[src/rtl/frame_ring_pkg.sv]
package frame_ring_pkg;

  localparam int IDX_W  = 6;
  localparam int LAG_W  = 5;
  localparam int ADDR_W = 32;
  localparam int CNT_W  = 6;

  // clamp a programmed ring size into 1..max_n
  function automatic logic [IDX_W-1:0] ring_size(input logic [IDX_W-1:0] req,
                                                  input logic [IDX_W-1:0] max_n);
    if (req == '0)
      return {{(IDX_W-1){1'b0}}, 1'b1};
    else if (req > max_n)
      return max_n;
    else
      return req;
  endfunction

  // one step forward around the ring; out-of-range current index restarts at 0
  function automatic logic [IDX_W-1:0] ring_step(input logic [IDX_W-1:0] cur,
                                                  input logic [IDX_W-1:0] n);
    logic [IDX_W:0] t;
    t = {1'b0, cur} + {{IDX_W{1'b0}}, 1'b1};
    if (t >= {1'b0, n})
      return '0;
    else
      return t[IDX_W-1:0];
  endfunction

  // (a - b) mod n, with b smaller than 32*n so the sum stays positive
  function automatic logic [IDX_W-1:0] ring_back(input logic [IDX_W-1:0] a,
                                                  input logic [LAG_W-1:0] b,
                                                  input logic [IDX_W-1:0] n);
    logic [2*IDX_W-1:0] t;
    logic [2*IDX_W-1:0] r;
    t = {{IDX_W{1'b0}}, a} + ({{IDX_W{1'b0}}, n} << LAG_W)
        - {{(2*IDX_W-LAG_W){1'b0}}, b};
    r = t % {{IDX_W{1'b0}}, n};
    return r[IDX_W-1:0];
  endfunction

  // base + idx * stride, wrapping in the address width
  function automatic logic [ADDR_W-1:0] frame_base(input logic [ADDR_W-1:0] base,
                                                    input logic [IDX_W-1:0]  idx,
                                                    input logic [ADDR_W-1:0] stride);
    logic [ADDR_W-1:0] off;
    off = stride * {{(ADDR_W-IDX_W){1'b0}}, idx};
    return base + off;
  endfunction

endpackage

[src/rtl/frs_writer_sel.sv]
module frs_writer_sel
  import frame_ring_pkg::*;
(
  input  logic             lock_en,
  input  logic             role_reader,
  input  logic             dyn_mode,
  input  logic [IDX_W-1:0] n_eff,
  input  logic [IDX_W-1:0] cur_idx,
  input  logic [IDX_W-1:0] peer_idx,
  input  logic             frame_done,
  output logic             w_load,
  output logic [IDX_W-1:0] w_val
);

  logic [IDX_W-1:0] first_step;
  logic [IDX_W-1:0] second_step;
  logic             hits_reader;

  always_comb begin
    first_step  = ring_step(cur_idx, n_eff);
    second_step = ring_step(first_step, n_eff);
    hits_reader = dyn_mode && (n_eff > {{(IDX_W-1){1'b0}}, 1'b1})
                  && (first_step == peer_idx);
    w_val       = hits_reader ? second_step : first_step;
    w_load      = lock_en && !role_reader && frame_done;
  end

endmodule

[src/rtl/frs_reader_sel.sv]
module frs_reader_sel
  import frame_ring_pkg::*;
(
  input  logic             clk,
  input  logic             rst_n,
  input  logic             lock_en,
  input  logic             role_reader,
  input  logic             dyn_mode,
  input  logic             wait_writer,
  input  logic [IDX_W-1:0] n_eff,
  input  logic [LAG_W-1:0] lag,
  input  logic [IDX_W-1:0] peer_idx,
  input  logic             peer_valid,
  input  logic             frame_start,
  output logic             r_load,
  output logic [IDX_W-1:0] r_val,
  output logic             start_ok
);

  localparam logic [CNT_W-1:0] CNT_MAX = '1;

  logic [CNT_W-1:0] fill_cnt;
  logic [CNT_W-1:0] fill_need;
  logic             filled;

  always_ff @(posedge clk or negedge rst_n) begin
    if (!rst_n)
      fill_cnt <= '0;
    else if (!lock_en)
      fill_cnt <= '0;
    else if (peer_valid && fill_cnt != CNT_MAX)
      fill_cnt <= fill_cnt + 1'b1;
  end

  always_comb begin
    fill_need = {{(CNT_W-LAG_W){1'b0}}, lag} + {{(CNT_W-1){1'b0}}, 1'b1};
    filled    = fill_cnt >= fill_need;
    if (!lock_en || !role_reader || !wait_writer)
      start_ok = 1'b1;
    else
      start_ok = filled;
    r_val  = dyn_mode ? peer_idx : ring_back(peer_idx, lag, n_eff);
    r_load = lock_en && role_reader && frame_start && start_ok;
  end

  // a writer is never held back
  a_r8_writer_free: assert property (@(posedge clk) disable iff (!rst_n)
    !role_reader |-> start_ok);

  // the hold releases only after a writer completion has been counted
  a_r7_release_after_fill: assert property (@(posedge clk) disable iff (!rst_n)
    (lock_en && role_reader && wait_writer && $rose(start_ok)
     && $stable(lag) && $stable(lock_en) && $stable(wait_writer) && $stable(role_reader))
    |-> $past(peer_valid));

endmodule

[src/rtl/frs_addr_gen.sv]
module frs_addr_gen
  import frame_ring_pkg::*;
(
  input  logic [ADDR_W-1:0] base_addr,
  input  logic [ADDR_W-1:0] frame_stride,
  input  logic [IDX_W-1:0]  buf_idx,
  output logic [ADDR_W-1:0] frame_addr
);

  always_comb frame_addr = frame_base(base_addr, buf_idx, frame_stride);

  // buffer 0 always sits on the base address
  always_comb begin
    if (buf_idx == '0)
      a_r9_zero_at_base: assert (frame_addr == base_addr);
  end

endmodule

[src/rtl/frame_ring_sched.sv]
module frame_ring_sched
  import frame_ring_pkg::*;
#(
  parameter int MAX_BUFS = 16
) (
  input  logic              clk,
  input  logic              rst_n,
  input  logic              lock_en,
  input  logic              role_reader,
  input  logic              dyn_mode,
  input  logic              wait_writer,
  input  logic [IDX_W-1:0]  num_bufs,
  input  logic [LAG_W-1:0]  lag,
  input  logic [ADDR_W-1:0] base_addr,
  input  logic [ADDR_W-1:0] frame_stride,
  input  logic              frame_start,
  input  logic              frame_done,
  input  logic [IDX_W-1:0]  peer_idx,
  input  logic              peer_valid,
  output logic [IDX_W-1:0]  buf_idx,
  output logic [ADDR_W-1:0] frame_addr,
  output logic              start_ok
);

  localparam logic [IDX_W-1:0] MAX_N = IDX_W'(MAX_BUFS);

  logic [IDX_W-1:0] n_eff;
  logic             w_load;
  logic [IDX_W-1:0] w_val;
  logic             r_load;
  logic [IDX_W-1:0] r_val;

  always_comb n_eff = ring_size(num_bufs, MAX_N);

  frs_writer_sel u_wsel (
    .lock_en     (lock_en),
    .role_reader (role_reader),
    .dyn_mode    (dyn_mode),
    .n_eff       (n_eff),
    .cur_idx     (buf_idx),
    .peer_idx    (peer_idx),
    .frame_done  (frame_done),
    .w_load      (w_load),
    .w_val       (w_val)
  );

  frs_reader_sel u_rsel (
    .clk         (clk),
    .rst_n       (rst_n),
    .lock_en     (lock_en),
    .role_reader (role_reader),
    .dyn_mode    (dyn_mode),
    .wait_writer (wait_writer),
    .n_eff       (n_eff),
    .lag         (lag),
    .peer_idx    (peer_idx),
    .peer_valid  (peer_valid),
    .frame_start (frame_start),
    .r_load      (r_load),
    .r_val       (r_val),
    .start_ok    (start_ok)
  );

  always_ff @(posedge clk or negedge rst_n) begin
    if (!rst_n)
      buf_idx <= '0;
    else if (!lock_en)
      buf_idx <= '0;
    else if (w_load)
      buf_idx <= w_val;
    else if (r_load)
      buf_idx <= r_val;
  end

  frs_addr_gen u_addr (
    .base_addr    (base_addr),
    .frame_stride (frame_stride),
    .buf_idx      (buf_idx),
    .frame_addr   (frame_addr)
  );

  // a disabled lock parks the ring on buffer 0
  a_r2_park_when_off: assert property (@(posedge clk) disable iff (!rst_n)
    !lock_en |=> buf_idx == '0);

  // a dynamic writer never lands on the reader's buffer
  a_r4_skip_reader: assert property (@(posedge clk) disable iff (!rst_n)
    (w_load && dyn_mode && n_eff > 6'd1 && peer_idx < n_eff) |=> buf_idx != $past(peer_idx));

  // a dynamic reader takes the newest finished buffer
  a_r6_newest: assert property (@(posedge clk) disable iff (!rst_n)
    (r_load && dyn_mode) |=> buf_idx == $past(peer_idx));

  // a held reader ignores frame starts
  a_r7_hold_ignores_start: assert property (@(posedge clk) disable iff (!rst_n)
    (lock_en && role_reader && !start_ok && frame_start) |=> $stable(buf_idx));

  // a writer step always stays inside the ring
  a_r3_in_ring: assert property (@(posedge clk) disable iff (!rst_n)
    (w_load && !dyn_mode) |=> buf_idx < $past(n_eff));

endmodule

[config.mk]
export PLATFORM = sky130hd
export DESIGN_NAME = frame_ring_sched
export DESIGN_NICKNAME = d
export VERILOG_FILES = /design/src/rtl/frame_ring_pkg.sv /design/src/rtl/frs_writer_sel.sv /design/src/rtl/frs_reader_sel.sv /design/src/rtl/frs_addr_gen.sv /design/src/rtl/frame_ring_sched.sv
export SDC_FILE = /design/constraint.sdc
export NUM_CORES = 1
export LEC_CHECK = 0
export BUFFER_PORTS_ARGS = -buffer_cell sky130_fd_sc_hd__buf_4
export CAP_MARGIN = 20
export CORE_MARGIN = 5
export CORE_UTILIZATION = 62
export DETAILED_ROUTE_END_ITERATION = 8
export HOLD_SLACK_MARGIN = 0.15
export PLACE_DENSITY = 0.91
export SLEW_MARGIN = 15
export SYNTH_ARGS = -nofsm -noshare
export SYNTH_HDL_FRONTEND = slang
export SYNTH_SLANG_ARGS = --single-unit
[constraint.sdc]
create_clock -name clk -period 7.9 [get_ports clk]
set_clock_uncertainty 0.15 [all_clocks]
set_input_delay 0.79 -clock clk [delete_from_list [all_inputs] [get_ports clk]]
set_output_delay 0.79 -clock clk [all_outputs]
set_load 0.02 [all_outputs]
==> results, run 1 <==
- The run stopped with a tool error.
- The stage at which the run stopped is 5_1_grt.
- The tool reported: "[ERROR GRT-0232] Routing congestion too high. Check the congestion heatmap in the GUI".
- The CTS sink count is 12.
- The die is 142.3 microns wide.
- The pin ending the worst setup path after global-route repair is buf_idx[2]$_DFFE_PN0P_/D.
- The commonest register cell after synthesis is sky130_fd_sc_hd__dfrtp_1.
- Buffers inserted during clock tree synthesis total 3.
- The detailed placer's ending HPWL is 31,580 microns.
- The synthesized area per cell is 8.009 sq um.
- The number of cells in the design after placement is 1,948.
- The portion of the post-synthesis area used by sequential elements is 2.769%.
- The initial standard-cell utilization of the core is 62.91%.
- In this run, post-CTS hold repair placed 0 buffers.
- After floorplanning, the core was divided into 48 placement rows.
- The final estimated routing congestion in global placement is 0.9829.
- Synthesis inferred 12 register bits.
- The maximum number of pins on one net before global-route repair is 33.
- The maximum buffer depth of the clock tree is 2.
- The yosys synthesis warning count is 0.
- The aggregate global routing overflow is 131.
- The number of buffers inserted by port buffering is 128.
- Counting flops with a built-in enable in the synthesized netlist gives 0.
- The number of different library cells in the post-synthesis netlist is 89.
- Measured along the y axis, the die boundary spans 142.3 microns.
- Global routing used 79.37% of the available tracks across all layers.
- For this run, asynchronously set or reset flops after synthesis account for 100.0%.
- Synthesis handed over a netlist of 1,354 instances.
- CTS built an H-tree with a depth of 1.
- After the last repair the worst path ends at a register data pin.
- The worst setup slack before clock tree synthesis is -12.77 ns.
- The number of I/O pins is 129.
- The root buffer cell is sky130_fd_sc_hd__clkbuf_16.
- The mapped cell area is 10,840 sq um.
-- through the flow --
step / hold WS [ns] / instance area, sq um / util, %
CTS: 0.2323 / 15200 / 88.19
detailed placement: 0.4415 / 14260 / 82.71
global placement: 0.4295 / 14260 / 82.71
floorplan: 0.3444 / 11170 / -
-- cells by family after synthesis --
logic type      count (synthesis)  synth area share (%)
xor+xnor                       77                 6.357
mux                            25                 2.446
flops                          12                 2.769
compound gates                276                 18.47
simple gates                  481                 21.06
fa+ha+maj                     279                 41.81
other cells                     1               0.03458
buf+inv                       203                 7.050
-- routing by layer --
metal / overflow / global-route usage (%)
met5: 0 / 31.58
met4: 50 / 81.82
met3: 2 / 66.20
met1: 1 / 77.93
met2: 78 / 94.56
-- timing repair --
item                                   4_1_cts
gates cloned                                 1
resized for setup                           58
pin swaps                                   44
buffers inserted                            76
endpoints found under the hold margin        0
setup endpoints to repair                    8
-- synth_stat cells, drive strengths merged, types with 4 or more instances --
master | count | area [sq um]
ha | 140 | 1752
o21bai | 11 | 82.58
nor2 | 69 | 259.0
nor2b | 21 | 131.4
a2111oi | 5 | 56.31
mux2 | 12 | 135.1
o211ai | 8 | 60.06
or4 | 4 | 33.78
a211o | 4 | 43.80
dfrtp | 12 | 300.3
nand2 | 214 | 803.3
nand4 | 11 | 83.83
xor2 | 17 | 148.9
nand2b | 15 | 93.84
and2 | 28 | 175.2
fa | 139 | 2783
or3 | 10 | 62.56
buf | 5 | 21.27
a21oi | 58 | 305.3
a31o | 5 | 43.79
xnor2 | 60 | 540.5
nor3b | 4 | 41.29
a21boi | 6 | 45.05
o21a | 44 | 330.3
clkbuf | 23 | 86.33
a211oi | 11 | 97.60
inv | 175 | 656.9
a21o | 22 | 165.2
o31ai | 9 | 100.1
nand3 | 27 | 140.1
and3 | 8 | 50.05
a31oi | 8 | 50.05
mux2i | 13 | 130.1
nor3 | 48 | 245.2
o21ai | 49 | 245.2
o31a | 4 | 35.03
or2 | 11 | 68.82
==> inputs of run 2 (changes only) <==
--- a/config.mk
+++ b/config.mk
@@ -8,10 +8,9 @@
 export BUFFER_PORTS_ARGS = -buffer_cell sky130_fd_sc_hd__buf_4
 export CAP_MARGIN = 20
 export CORE_MARGIN = 5
-export CORE_UTILIZATION = 62
+export CORE_UTILIZATION = 40
 export DETAILED_ROUTE_END_ITERATION = 8
-export HOLD_SLACK_MARGIN = 0.15
-export PLACE_DENSITY = 0.91
+export PLACE_DENSITY_LB_ADDON = 0.15
 export SLEW_MARGIN = 15
 export SYNTH_ARGS = -nofsm -noshare
 export SYNTH_HDL_FRONTEND = slang
==> run 2 against run 1 <==
Compared with the run above:
- the flow now finishes, with violations (setup timing)
- synthesized area unchanged
- synthesized cell count unchanged
==> results, run 2 <==
- The share of cell area taken by muxes after synthesis came to 2.446% (unchanged).
- The cell with the biggest individual delay on the critical path is sky130_fd_sc_hd__nor3b_4.
- The category of the critical setup timing path is in -> reg.
- The share of the core filled with cells is 57.78%.
- The worst setup slack for register-to-register paths is 1.72 ns.
- The worst endpoint required time is 7.86 ns.
- Setup repair after global routing could not meet its margin everywhere.
- The worst path uses 251.4% of the clock period.
- The final max-slew violation count is 0.
- The maximum buffer depth of the clock tree was 2 (unchanged).
- The first routing iteration left 402 violations.
- The final reports fail on setup timing.
- The global routing usage summed across all routing layers is 20.72%.
- The number of buffers inserted by port buffering was 128 (unchanged).
- The share of the synthesized area in compound gates (AO/OA/AOI/OAI) was 18.47% (unchanged).
- After detailed routing, the total wire length is 32,130 microns.
- The synthesized area per cell is 8.009 sq um (unchanged).
- The latest clock arrival within the worst-skew pair is 0.23 ns.
- Summed over all layers, the global routing overflow is 0.
- The met3 usage is 1.796%.
- The CTS sink count is 12 (unchanged).
- The library cells used most frequently in the layout, excluding fill and tap cells, are 470 x sky130_fd_sc_hd__buf_4, 205 x sky130_fd_sc_hd__nand2_1, 171 x sky130_fd_sc_hd__inv_1, 137 x sky130_fd_sc_hd__fa_1, 126 x sky130_fd_sc_hd__ha_1.
- The startpoint identified for the worst register-to-register timing path is buf_idx[2].
- The remaining antenna violation count is 0.
- The final worst-path setup slack is -11.96 ns.
- The root buffer cell is sky130_fd_sc_hd__clkbuf_16 (unchanged).
- Among the stages of the critical path, the cell type that occurs most often is sky130_fd_sc_hd__o21a_1.
- The initial antenna violation count is 0.
- The xor/xnor share of the synthesized area came to 6.357% (unchanged).
- Dividing the detail-routed wire length by the instance count gives 14.91 microns.
- TritonCTS built the clock tree.
- In this run the worst path has a maximum fanout of 5.
- Across the run, the number of max-cap violations was 0.
- The most instantiated library cell after synthesis is sky130_fd_sc_hd__nand2_1 (unchanged).
- The mapped cell area is 10,840 sq um (unchanged).
- The detailed placer's ending HPWL came to 25,910 microns (was 31,580 microns).
- The area fraction of the dominant cell type after synthesis is 25.66% (unchanged).
- Hold is met by 0.2426 ns.
- The dominant combinational cell family by area after synthesis is adder cells (unchanged).
- The async set or reset register ratio after synthesis was 100.0% (unchanged).
- The count of hold-fix buffers inserted at cts is 0 (unchanged).
- The critical path endpoint category is a flop.
- In this run the tightest slew margin relative to its limit is 41.85%.
- The yosys synthesis warning count is 0 (unchanged).
- After clock tree synthesis, the clock-pin slew on the worst setup and hold paths is 0.04 ns.
- The reg-to-reg critical path endpoint is buf_idx[3].
- The DRC violation count after routing is 0.
- The vertical die dimension is 174.7 microns (was 142.3 microns).
- The capturing instance or port of the critical path is buf_idx[4].
- Across all layers, the routed design uses 11,100 vias.
- Run status: finished with violations (was stopped before the end).
- Leading cell types by count after synthesis: 214 x sky130_fd_sc_hd__nand2_1, 175 x sky130_fd_sc_hd__inv_1, 140 x sky130_fd_sc_hd__ha_1 (unchanged).
- The minimum clock period is 19.86 ns.
- The share of final-layout standard cells stronger than drive strength 1 is 34.20%.
- The final estimated routing congestion in global placement is 0.8731 (was 0.9829).
- The initial standard-cell utilization of the core was 40.46% (was 62.91%).
- The delay of the slowest cell on the worst path is 0.37 ns.
- The portion of the post-synthesis area used by sequential elements is 2.769% (unchanged).
- The met1 track utilization from global routing is 29.87%.
- The post-synthesis share of cell area spent on full adders, half adders and majority gates came to 41.81% (unchanged).
- The total inserted antenna cells is 0.
- Relative to the synthesized area, the layout overhead comes to 42.81%.
- The largest registers in the layout are buf_idx x6, u_rsel.fill_cnt x6.
- The number of different library cells in the post-synthesis netlist was 89 (unchanged).
- In this run the worst hold path is classified as in -> async.
- The via count of the first global-routing pass came to 11,620.
- The die outline width came to 174.7 microns (was 142.3 microns).
- The number of hold-slack violations in the final timing report was 0.
- The final number of setup-violating endpoints is 6.
- For met2 alone, demand over resource in global routing was 35.26%.
- The data arrival time of the worst path is 19.83 ns.
- The commonest register cell after synthesis is sky130_fd_sc_hd__dfrtp_1 (unchanged).
- The count of flip-flops with a built-in enable after synthesis came to 0 (unchanged).
- The first global-routing pass estimated 54,470 microns of wire.
- The number of I/O pins is 129 (unchanged).
- The highest achievable clock rate is 0.05034 GHz.
- The post-synthesis share of cell area spent on and, or, nand and nor gates is 21.06% (unchanged).
- The pin slew with the least headroom to its limit is 0.8682 ns.
- The CTS buffer count is 3 (unchanged).
- The worst reg2reg path depth is 25.
- For this run, the detailed router's first-pass iteration total came to 5.
- The most critical setup path has its startpoint at num_bufs[5].
- The post-synthesis cell count is 1,354 (unchanged).
- The routing layer with the top usage in global route is met2.
- In the routed layout, each cell is associated on average with a via count of 5.151.
- The area of the core is 26,800 sq um.
- The maximum number of pins on one net before global-route repair is 33.
- The number of H-tree branching levels is 1 (unchanged).
- The most area-hungry cell type in the Yosys netlist is sky130_fd_sc_hd__fa_1 (unchanged).
- The synthesized flop and latch total is 12 (unchanged).
- The critical path startpoint category is an input pin.
- After the last flow step, the layout net total stands at 2,184.
- The floorplan die area is 30,500 sq um.
- The row count is 60 (was 48).
- The most frequent standard cell in the layout excluding fill and tap cells is sky130_fd_sc_hd__buf_4.
- Main area contributors after synthesis: sky130_fd_sc_hd__fa_1 26%, sky130_fd_sc_hd__ha_1 16%, sky130_fd_sc_hd__nand2_1 7.4%, sky130_fd_sc_hd__inv_1 6.1%, sky130_fd_sc_hd__xnor2_1 4.7% (unchanged).
==> run 2: cell counts after synthesis <==
Identical to the previous run, type by type.
==> run 2: logic make-up after synthesis <==
kind of cell | after synthesis
other | 1
and+or+nand+nor | 481
adders and majority gates | 279
buffers and inverters | 203
muxes | 25
DFF | 12
AOI/OAI and AO/OA | 276
xor gates and xnor gates | 77
==> run 2: worst min path at each step <==
| stage | start | endpoint | slack (ns) | cells after the start |
|---|---|---|---|---|
| 3_3_place_gp | u_rsel.fill_cnt[5] | u_rsel.fill_cnt[5] | 0.45 | 2 |
| 2_1_floorplan | rst_n | buf_idx[0] | 0.34 | 0 |
| 3_5_place_dp | u_rsel.fill_cnt[5] | u_rsel.fill_cnt[5] | 0.44 | 2 |
| 6_report | rst_n | u_rsel.fill_cnt[0] | 0.24 | 1 |
| 4_1_cts | rst_n | u_rsel.fill_cnt[0] | 0.25 | 1 |
| 5_1_grt | rst_n | u_rsel.fill_cnt[0] | 0.25 | 1 |
==> run 2: worst max-delay path: cells and delay by family <==
kind | cells | cell delay, ns
multiplexers | 4 | 1.06
buffers and inverters | 6 | 0.58
AO/OA/AOI/OAI | 62 | 10.21
AND/OR/NAND/NOR | 26 | 3.43
adder cells (fa/ha/maj) | 14 | 3.73
==> run 2: metal layers <==
metal / wire length, microns / part of all wire [%]
met3: 1159 / 3.6
met5: 0 / 0
met2: 15230 / 47
met1: 15440 / 48
met4: 297 / 0.92
==> run 2: per-stage QoR <==
stage / setup WS (ns) / std cells / cell area, sq um / setup TNS (ns)
floorplan: -12.17 / 1362 / 11170 / -72.37
global placement: -11.67 / 2073 / 14440 / -69.79
detailed placement: -12.17 / 2073 / 14440 / -72.68
CTS: -11.52 / 2125 / 15030 / -68.99
global route: -13.01 / 2154 / 15490 / -77.86
finish: -11.96 / 2154 / 15490 / -71.55
==> run 2: layout make-up <==
cell class	count	area [sq um]
tap	341	426.7
sequential	12	301.5
timing repair buffer	476	3600
inverter	175	659.4
clock buffer	3	75.07
fill	2489	11310
multi-input combinational	1147	10420
==> run 2: what timing repair did <==
item                                    in CTS  in global routing
resized for setup                           30                 47
setup buffers                               48                 29
gates cloned                                 1                  0
pin swaps                                   29                 44
endpoints found under the setup margin       7                 10
Power of run 2 is left out: the tool's default activity adds up to more than one toggle a clock period on the data nets, which glitch-free logic cannot reach.
